<file path="src/rtl/twi_pkg.sv">
package twi_pkg;

  // Protocol phase of the slave controller
  typedef enum logic [2:0] {
    ST_IDLE,   // not addressed, waits for a start
    ST_DEV,    // receiving the device address byte
    ST_REG,    // receiving the register address byte
    ST_WDATA,  // receiving data bytes of a write
    ST_ACK,    // driving the acknowledge for a received byte
    ST_RDATA,  // shifting a read byte out
    ST_MACK    // sampling the master's acknowledge after a read byte
  } twi_state_t;

  localparam int BYTE_W = 8;

endpackage

</file>
<file path="src/rtl/twi_line_sync.sv">
module twi_line_sync #(
  parameter int   STAGES    = 2,
  parameter logic RESET_VAL = 1'b1
) (
  input  logic clk,
  input  logic rst,
  input  logic d,
  output logic q
);

  logic [STAGES-1:0] chain;

  always_ff @(posedge clk) begin
    if (rst) chain <= {STAGES{RESET_VAL}};
    else     chain <= {chain[STAGES-2:0], d};
  end

  assign q = chain[STAGES-1];

endmodule

</file>
<file path="src/rtl/twi_bus_events.sv">
module twi_bus_events #(
  parameter int SYNC_STAGES = 2
) (
  input  logic clk,
  input  logic rst,
  input  logic scl_i,
  input  logic sda_i,
  output logic scl_s,
  output logic sda_s,
  output logic scl_rise,
  output logic scl_fall,
  output logic start_det,
  output logic stop_det
);

  localparam int NLINES = 2;

  logic [NLINES-1:0] raw;
  logic [NLINES-1:0] synced;
  logic              scl_q, sda_q;

  assign raw = {sda_i, scl_i};

  for (genvar gi = 0; gi < NLINES; gi++) begin : g_sync
    twi_line_sync #(.STAGES(SYNC_STAGES), .RESET_VAL(1'b1)) u_sync (
      .clk (clk),
      .rst (rst),
      .d   (raw[gi]),
      .q   (synced[gi])
    );
  end

  assign scl_s = synced[0];
  assign sda_s = synced[1];

  always_ff @(posedge clk) begin
    if (rst) begin
      scl_q <= 1'b1;
      sda_q <= 1'b1;
    end else begin
      scl_q <= scl_s;
      sda_q <= sda_s;
    end
  end

  assign scl_rise  =  scl_s & ~scl_q;
  assign scl_fall  = ~scl_s &  scl_q;
  assign start_det =  scl_s &  scl_q &  sda_q & ~sda_s;
  assign stop_det  =  scl_s &  scl_q & ~sda_q &  sda_s;

endmodule

</file>
<file path="src/rtl/twi_ctrl.sv">
module twi_ctrl
  import twi_pkg::*;
#(
  parameter logic [6:0] DEV_ADDR = 7'b1011100,
  parameter int         AW       = 8,
  parameter int         DW       = 16
) (
  input  logic          clk,
  input  logic          rst,
  input  logic          scl_rise,
  input  logic          scl_fall,
  input  logic          sda_s,
  input  logic          start_det,
  input  logic          stop_det,
  output logic          sda_oe,
  output logic          rf_we,
  output logic [AW-1:0] rf_waddr,
  output logic [DW-1:0] rf_wdata,
  output logic [AW-1:0] rf_raddr,
  input  logic [DW-1:0] rf_rdata
);

  localparam int BYTES = DW / BYTE_W;
  localparam int BIW   = (BYTES > 1) ? $clog2(BYTES) : 1;
  localparam logic [BIW-1:0] LAST_IDX = BIW'(BYTES - 1);
  localparam logic [AW-1:0]  PTR_STEP = AW'(1);
  localparam logic [3:0]     BITS_DONE = 4'd8;

  twi_state_t        state, nxt_state;
  logic [3:0]        bitcnt;
  logic [7:0]        rx_byte;
  logic [AW-1:0]     ptr;
  logic [DW-1:0]     wacc;
  logic [BIW-1:0]    widx;
  logic [DW-1:0]     rword;
  logic [BIW-1:0]    ridx;
  logic [7:0]        txb;
  logic              nack;

  // Word that takes the newly received byte at its low end
  logic [DW-1:0]     wacc_next;
  // Word and byte that the next read byte is taken from
  logic [DW-1:0]     ld_word;
  logic [7:0]        ld_byte;

  always_comb begin
    wacc_next = (wacc << BYTE_W) | DW'(rx_byte);
    ld_word   = (ridx == '0) ? rf_rdata : rword;
    ld_byte   = ld_word[DW-1 -: BYTE_W];
  end

  always_ff @(posedge clk) begin
    if (rst) begin
      state     <= ST_IDLE;
      nxt_state <= ST_IDLE;
      bitcnt    <= '0;
      rx_byte   <= '0;
      ptr       <= '0;
      wacc      <= '0;
      widx      <= '0;
      rword     <= '0;
      ridx      <= '0;
      txb       <= '0;
      nack      <= 1'b0;
      sda_oe    <= 1'b0;
      rf_we     <= 1'b0;
      rf_waddr  <= '0;
      rf_wdata  <= '0;
    end else begin
      rf_we <= 1'b0;
      if (start_det) begin
        state  <= ST_DEV;
        bitcnt <= '0;
        widx   <= '0;
        ridx   <= '0;
        sda_oe <= 1'b0;
      end else if (stop_det) begin
        state  <= ST_IDLE;
        widx   <= '0;
        sda_oe <= 1'b0;
      end else begin
        unique case (state)
          ST_DEV, ST_REG, ST_WDATA: begin
            if (scl_rise) begin
              rx_byte <= {rx_byte[6:0], sda_s};
              bitcnt  <= bitcnt + 4'd1;
            end
            if (scl_fall && bitcnt == BITS_DONE) begin
              bitcnt <= '0;
              if (state == ST_DEV) begin
                if (rx_byte[7:1] == DEV_ADDR) begin
                  sda_oe    <= 1'b1;
                  state     <= ST_ACK;
                  nxt_state <= rx_byte[0] ? ST_RDATA : ST_REG;
                  ridx      <= '0;
                end else begin
                  state <= ST_IDLE;
                end
              end else if (state == ST_REG) begin
                ptr       <= AW'(rx_byte);
                widx      <= '0;
                sda_oe    <= 1'b1;
                state     <= ST_ACK;
                nxt_state <= ST_WDATA;
              end else begin
                wacc <= wacc_next;
                if (widx == LAST_IDX) begin
                  rf_we    <= 1'b1;
                  rf_waddr <= ptr;
                  rf_wdata <= wacc_next;
                  ptr      <= ptr + PTR_STEP;
                  widx     <= '0;
                end else begin
                  widx <= widx + BIW'(1);
                end
                sda_oe    <= 1'b1;
                state     <= ST_ACK;
                nxt_state <= ST_WDATA;
              end
            end
          end

          ST_ACK: begin
            if (scl_fall) begin
              state  <= nxt_state;
              bitcnt <= '0;
              if (nxt_state == ST_RDATA) begin
                txb    <= ld_byte;
                rword  <= ld_word << BYTE_W;
                sda_oe <= ~ld_byte[7];
              end else begin
                sda_oe <= 1'b0;
              end
            end
          end

          ST_RDATA: begin
            if (scl_rise) bitcnt <= bitcnt + 4'd1;
            if (scl_fall) begin
              if (bitcnt == BITS_DONE) begin
                sda_oe <= 1'b0;
                state  <= ST_MACK;
                bitcnt <= '0;
                if (ridx == LAST_IDX) begin
                  ridx <= '0;
                  ptr  <= ptr + PTR_STEP;
                end else begin
                  ridx <= ridx + BIW'(1);
                end
              end else if (bitcnt != '0) begin
                txb    <= txb << 1;
                sda_oe <= ~txb[6];
              end
            end
          end

          ST_MACK: begin
            if (scl_rise) begin
              nack   <= sda_s;
              bitcnt <= 4'd1;
            end
            if (scl_fall && bitcnt == 4'd1) begin
              bitcnt <= '0;
              if (nack) begin
                state <= ST_IDLE;
              end else begin
                state  <= ST_RDATA;
                txb    <= ld_byte;
                rword  <= ld_word << BYTE_W;
                sda_oe <= ~ld_byte[7];
              end
            end
          end

          default: ;
        endcase
      end
    end
  end

  assign rf_raddr = ptr;

endmodule

</file>
<file path="src/rtl/twi_reg_slave.sv">
module twi_reg_slave #(
  parameter logic [6:0] DEV_ADDR    = 7'b1011100,
  parameter int         AW          = 8,
  parameter int         DW          = 16,
  parameter int         SYNC_STAGES = 2
) (
  input  logic          clk,
  input  logic          rst,
  input  logic          scl_i,
  input  logic          sda_i,
  output logic          sda_oe,
  output logic          rf_we,
  output logic [AW-1:0] rf_waddr,
  output logic [DW-1:0] rf_wdata,
  output logic [AW-1:0] rf_raddr,
  input  logic [DW-1:0] rf_rdata
);

  logic scl_s, sda_s, scl_rise, scl_fall, start_det, stop_det;

  twi_bus_events #(.SYNC_STAGES(SYNC_STAGES)) u_events (
    .clk       (clk),
    .rst       (rst),
    .scl_i     (scl_i),
    .sda_i     (sda_i),
    .scl_s     (scl_s),
    .sda_s     (sda_s),
    .scl_rise  (scl_rise),
    .scl_fall  (scl_fall),
    .start_det (start_det),
    .stop_det  (stop_det)
  );

  twi_ctrl #(.DEV_ADDR(DEV_ADDR), .AW(AW), .DW(DW)) u_ctrl (
    .clk       (clk),
    .rst       (rst),
    .scl_rise  (scl_rise),
    .scl_fall  (scl_fall),
    .sda_s     (sda_s),
    .start_det (start_det),
    .stop_det  (stop_det),
    .sda_oe    (sda_oe),
    .rf_we     (rf_we),
    .rf_waddr  (rf_waddr),
    .rf_wdata  (rf_wdata),
    .rf_raddr  (rf_raddr),
    .rf_rdata  (rf_rdata)
  );

endmodule

</file>
<file path="config.mk">
export PLATFORM = sky130hd
export DESIGN_NAME = twi_reg_slave
export DESIGN_NICKNAME = d
export VERILOG_FILES = /design/src/rtl/twi_pkg.sv /design/src/rtl/twi_line_sync.sv /design/src/rtl/twi_bus_events.sv /design/src/rtl/twi_ctrl.sv /design/src/rtl/twi_reg_slave.sv
export SDC_FILE = /design/constraint.sdc
export NUM_CORES = 1
export LEC_CHECK = 0
export BUFFER_PORTS_ARGS = -buffer_cell sky130_fd_sc_hd__buf_2
export CORE_AREA = 2 2 126 67
export DETAILED_ROUTE_END_ITERATION = 8
export DIE_AREA = 0 0 128 69
export GPL_TIMING_DRIVEN = 0
export PLACE_DENSITY_LB_ADDON = 0.08
export SYNTH_ARGS = -nofsm -noshare
export SYNTH_HDL_FRONTEND = slang
export SYNTH_SLANG_ARGS = --single-unit
</file>
<file path="constraint.sdc">
create_clock -name clk -period 2 [get_ports clk]
set_input_delay 0.2 -clock clk [delete_from_list [all_inputs] [get_ports clk]]
set_output_delay 0.2 -clock clk [all_outputs]
set_load 0.005 [all_outputs]
</file>
==> impl_metrics.sql <==
INSERT INTO impl_metrics (metric_group, metric, value, unit) VALUES
('floorplan', 'die_x', '128', 'um'),
('timing', 'timing.final.max_slew_violations', '0', ''),
('grt', 'total_global_routing_overflow', '0', ''),
('synthesis', 'ys_top_cells_by_area', 'sky130_fd_sc_hd__dfxtp_1 (43%), sky130_fd_sc_hd__mux2i_1 (8.2%), sky130_fd_sc_hd__a21oi_1 (7.4%)', ''),
('place', 'place_ws', '-287.7', 'ps'),
('power_and_ir_drop', 'p_leak', '0.001950', 'uW'),
('clock_tree', 'htree_num_levels', '3', ''),
('floorplan', 'coreArea', '7712', 'sq um'),
('floorplan', 'dieHeight', '69', 'um'),
('clock_tree', 'clkLatencyLatePin', '330', 'ps'),
('timing', 'fin_setup_tns', '0', 'ps'),
('grt', 'global_route_wire_length_before_repair', '16430', 'um'),
('flow_run', 'cap_viol_max_count', '0', ''),
('timing', 'setup_ws', '54.03', 'ps'),
('worst_setup_path', 'cp.arrival', '2200', 'ps'),
('final_layout', 'flow.area_growth_from_synthesis', '23.32', '%'),
('final_layout', 'insertedDiodeCount', '0', ''),
('grt', 'global_route.usage.total', '0.2319', ''),
('worst_setup_path', 'worstPathRequired', '2250', 'ps'),
('timing', 'finClkSkew', '3.522', 'ps'),
('place', 'portBuffers', '53', ''),
('routing', 'detail_route.iter0.violations', '407', ''),
('floorplan', 'fp.dieArea', '8832', 'sq um'),
('timing', 'min_period', '1946', 'ps'),
('floorplan', 'fp-row-count', '23', ''),
('synthesis', 'synth_async_sr_flop_share', '0', ''),
('routing', 'route.vias.total', '3599', ''),
('routing', 'antenna_left', '0', ''),
('grt', 'grt_start_max_net_pins', '15', ''),
('worst_setup_path', 'timing.critical_path.slowest_cell_delay', '380', 'ps'),
('timing', 'whs', '50.55', 'ps'),
('grt', 'via_count_of_the_first_global_routing_pass', '3292', ''),
('synthesis', 'warnings_from_yosys', '0', ''),
('worst_setup_path', 'critical_path.max_fanout', '10', ''),
('routing', 'vias_per_cell', '5.571', ''),
('clock_tree', 'clk_pin_slew_worst_paths', '60', 'ps'),
('power_and_ir_drop', 'pwr_dens', '719.2', 'nW/um^2'),
('final_layout', 'final_core_utilization', '0.6238', ''),
('synthesis', 'synth_fp_nets', '493', ''),
('synthesis', 'synth.distinct_cells', '57', ''),
('synthesis', 'yosys.cell_count.top_type', 'sky130_fd_sc_hd__dfxtp_1', ''),
('timing', 'final.period_utilization', '0.9730', ''),
('worst_setup_path', 'ff2ff_path_depth', '8', ''),
('worst_setup_path', 'critical_path.startpoint', 'u_events.g_sync[0].u_sync.chain[1]$_SDFF_PP1_', ''),
('synthesis', 'synth_area', '3901', 'sq um'),
('worst_setup_path', 'worst_r2r_endpoint', 'u_ctrl.rf_raddr[0]$_SDFFE_PP0P_', ''),
('synthesis', 'ys_top_cells_by_count', 'sky130_fd_sc_hd__dfxtp_1 (84), sky130_fd_sc_hd__nand2_1 (67), sky130_fd_sc_hd__a21oi_1 (58)', ''),
('synthesis', 'synth_enable_flop_cells', '0', ''),
('place', 'place_hpwl', '7329', 'um'),
('timing', 'max_slew_margin', '0.4681', ''),
('worst_setup_path', 'timing.setup.critical_path_class', 'flip-flop to flip-flop', ''),
('clock_tree', 'clock_tree.root_cell', 'sky130_fd_sc_hd__clkbuf_16', ''),
('power_and_ir_drop', 'ir_worst_vdd', '0.4816', 'mV'),
('synthesis', 'synthesis.instances', '469', ''),
('synthesis', 'yosys.area.top_type', 'sky130_fd_sc_hd__dfxtp_1', ''),
('clock_tree', 'clockBufferDepth', '2', ''),
('worst_setup_path', 'critical-path-slowest-cell', 'sky130_fd_sc_hd__a311o_2', ''),
('clock_tree', 'numClockSinks', '84', ''),
('final_layout', 'area.sequential', '1687', 'sq um'),
('routing', 'wire_per_inst', '15.82', 'um'),
('worst_setup_path', 'crit_end', 'u_ctrl.rf_raddr[0]$_SDFFE_PP0P_', ''),
('final_layout', 'final.fill_count', '719', ''),
('synthesis', 'synth.avg_cell_area', '8.318', 'sq um'),
('worst_setup_path', 'worst_path_cell_chain', 'buf_6 > and2b_2 > buf_8 > buf_4 > nand2_4 > a311o_2 > or3_1 > a31oi_1', ''),
('final_layout', 'multi_input_comb_area', '2128', 'sq um'),
('timing', 'finalSetupViolations', '0', ''),
('floorplan', 'io_pins', '54', ''),
('worst_setup_path', 'crit-reg2reg-launch', 'u_events.g_sync[0].u_sync.chain[1]$_SDFF_PP1_', ''),
('synthesis', 'yosys.area.top_type_share', '0.4310', ''),
('run_status', 'outcome', 'completed', ''),
('timing', 'final_hold_viol_count', '0', '');
==> logic make-up (layout without fill, tap and decap cells) <==
logic type,count (synthesis),after routing,share of synthesized area
AND/OR/NAND/NOR,196,196,0.2473
buffers and inverters,40,117,0.04811
AO/OA/AOI/OAI,111,111,0.1742
multiplexers,32,32,0.08210
XOR/XNOR,2,2,0.004491
flip-flops,84,84,0.4310
adder cells (fa/ha/maj),4,4,0.01283
==> worst min path at each step <==
stage / from / endpoint / slack, ps / depth (start not counted)
final: scl_i / u_events.g_sync[0].u_sync.chain[0]$_SDFF_PP1_ / 50 / 2
after global routing: sda_i / u_events.g_sync[1].u_sync.chain[0]$_SDFF_PP1_ / 60 / 2
after CTS: scl_i / u_events.g_sync[0].u_sync.chain[0]$_SDFF_PP1_ / 40 / 2
after detailed placement: scl_i / u_events.g_sync[0].u_sync.chain[0]$_SDFF_PP1_ / 390 / 2
after global placement: sda_i / u_events.g_sync[1].u_sync.chain[0]$_SDFF_PP1_ / 390 / 2
after floorplan: scl_i / u_events.g_sync[0].u_sync.chain[0]$_SDFF_PP1_ / 300 / 1
==> critical path: cells and delay by family (launching register included) <==
family / cells / cell delay (ps)
AOI/OAI and AO/OA: 2 / 540
buffers and inverters: 3 / 380
DFF: 1 / 300
and+or+nand+nor: 3 / 650
==> per-layer routing <==
layer,wire length (um),GRT usage
met1,5315,0.3674
met2,4109,0.3244
met3,721,0.04736
met4,73,0.04029
met5,0,0
==> cell usage in the layout, fill, tap and decap left out, types with 3 or more instances in the layout <==
| master | count |
|---|---|
| sky130_fd_sc_hd__or2_2 | 6 |
| sky130_fd_sc_hd__nor2b_1 | 8 |
| sky130_fd_sc_hd__a21oi_1 | 58 |
| sky130_fd_sc_hd__clkbuf_1 | 10 |
| sky130_fd_sc_hd__clkbuf_16 | 10 |
| sky130_fd_sc_hd__dfxtp_1 | 80 |
| sky130_fd_sc_hd__nor3_1 | 3 |
| sky130_fd_sc_hd__nand2_1 | 67 |
| sky130_fd_sc_hd__nand4_1 | 4 |
| sky130_fd_sc_hd__nand3_1 | 10 |
| sky130_fd_sc_hd__a31oi_1 | 5 |
| sky130_fd_sc_hd__inv_1 | 8 |
| sky130_fd_sc_hd__o21ai_1 | 3 |
| sky130_fd_sc_hd__buf_2 | 59 |
| sky130_fd_sc_hd__buf_4 | 15 |
| sky130_fd_sc_hd__a211oi_1 | 5 |
| sky130_fd_sc_hd__nor2_1 | 52 |
| sky130_fd_sc_hd__o21ai_0 | 12 |
| sky130_fd_sc_hd__dfxtp_2 | 4 |
| sky130_fd_sc_hd__nand2b_1 | 11 |
| sky130_fd_sc_hd__nand3b_1 | 11 |
| sky130_fd_sc_hd__mux2i_1 | 32 |
==> area by class of cell <==
type,count,share of cell area
clock buffer,10,0.04967
buffer,28,0.03537
multi-input combinational,345,0.4424
clock inverter,6,0.01326
tap,100,0.02601
timing repair buffer,63,0.07438
sequential,84,0.3506
inverter,10,0.008323
==> per-stage QoR <==
| stage | cell area (sq um) | std cells | total power (uW) |
|---|---|---|---|
| final | 4811 | 646 | 3460 |
| after detailed placement | 4292 | 622 | 1822 |
| after global placement | 4292 | 622 | 1821 |
| after floorplan | 3901 | 469 | 1778 |
| after CTS | 4632 | 637 | 3472 |
| after global routing | 4811 | 646 | 3567 |
==> power by group <==
group | total [uW] | switching [uW] | internal, uW
Combinational | 117 | 70.2 | 46.4
Clock | 1660 | 663 | 999
Sequential | 1680 | 3.93 | 1680
Total | 3460 | 737 | 2720
==> sequential cells by signal (all words and copies together) (netlist names), 4 cells and up <==
| name | count |
|---|---|
| u_ctrl.rf_waddr | 8 |
| u_ctrl.wacc | 8 |
| u_events.g_sync.u_sync.chain | 4 |
| u_ctrl.rf_raddr | 8 |
| u_ctrl.txb | 7 |
| u_ctrl.rword | 8 |
| u_ctrl.bitcnt | 4 |
| u_ctrl.rf_wdata | 16 |
| u_ctrl.rx_byte | 8 |
==> what timing repair did <==
| item | in CTS | in global routing |
|---|---|---|
| endpoints found under the setup margin | 37 | 52 |
| gates cloned | 0 | 1 |
| hold buffers | 0 | 0 |
| resized for setup | 11 | 30 |
| buffers inserted | 1 | 8 |
| pin swaps | 2 | 5 |
(Power assumes the default switching activity.)
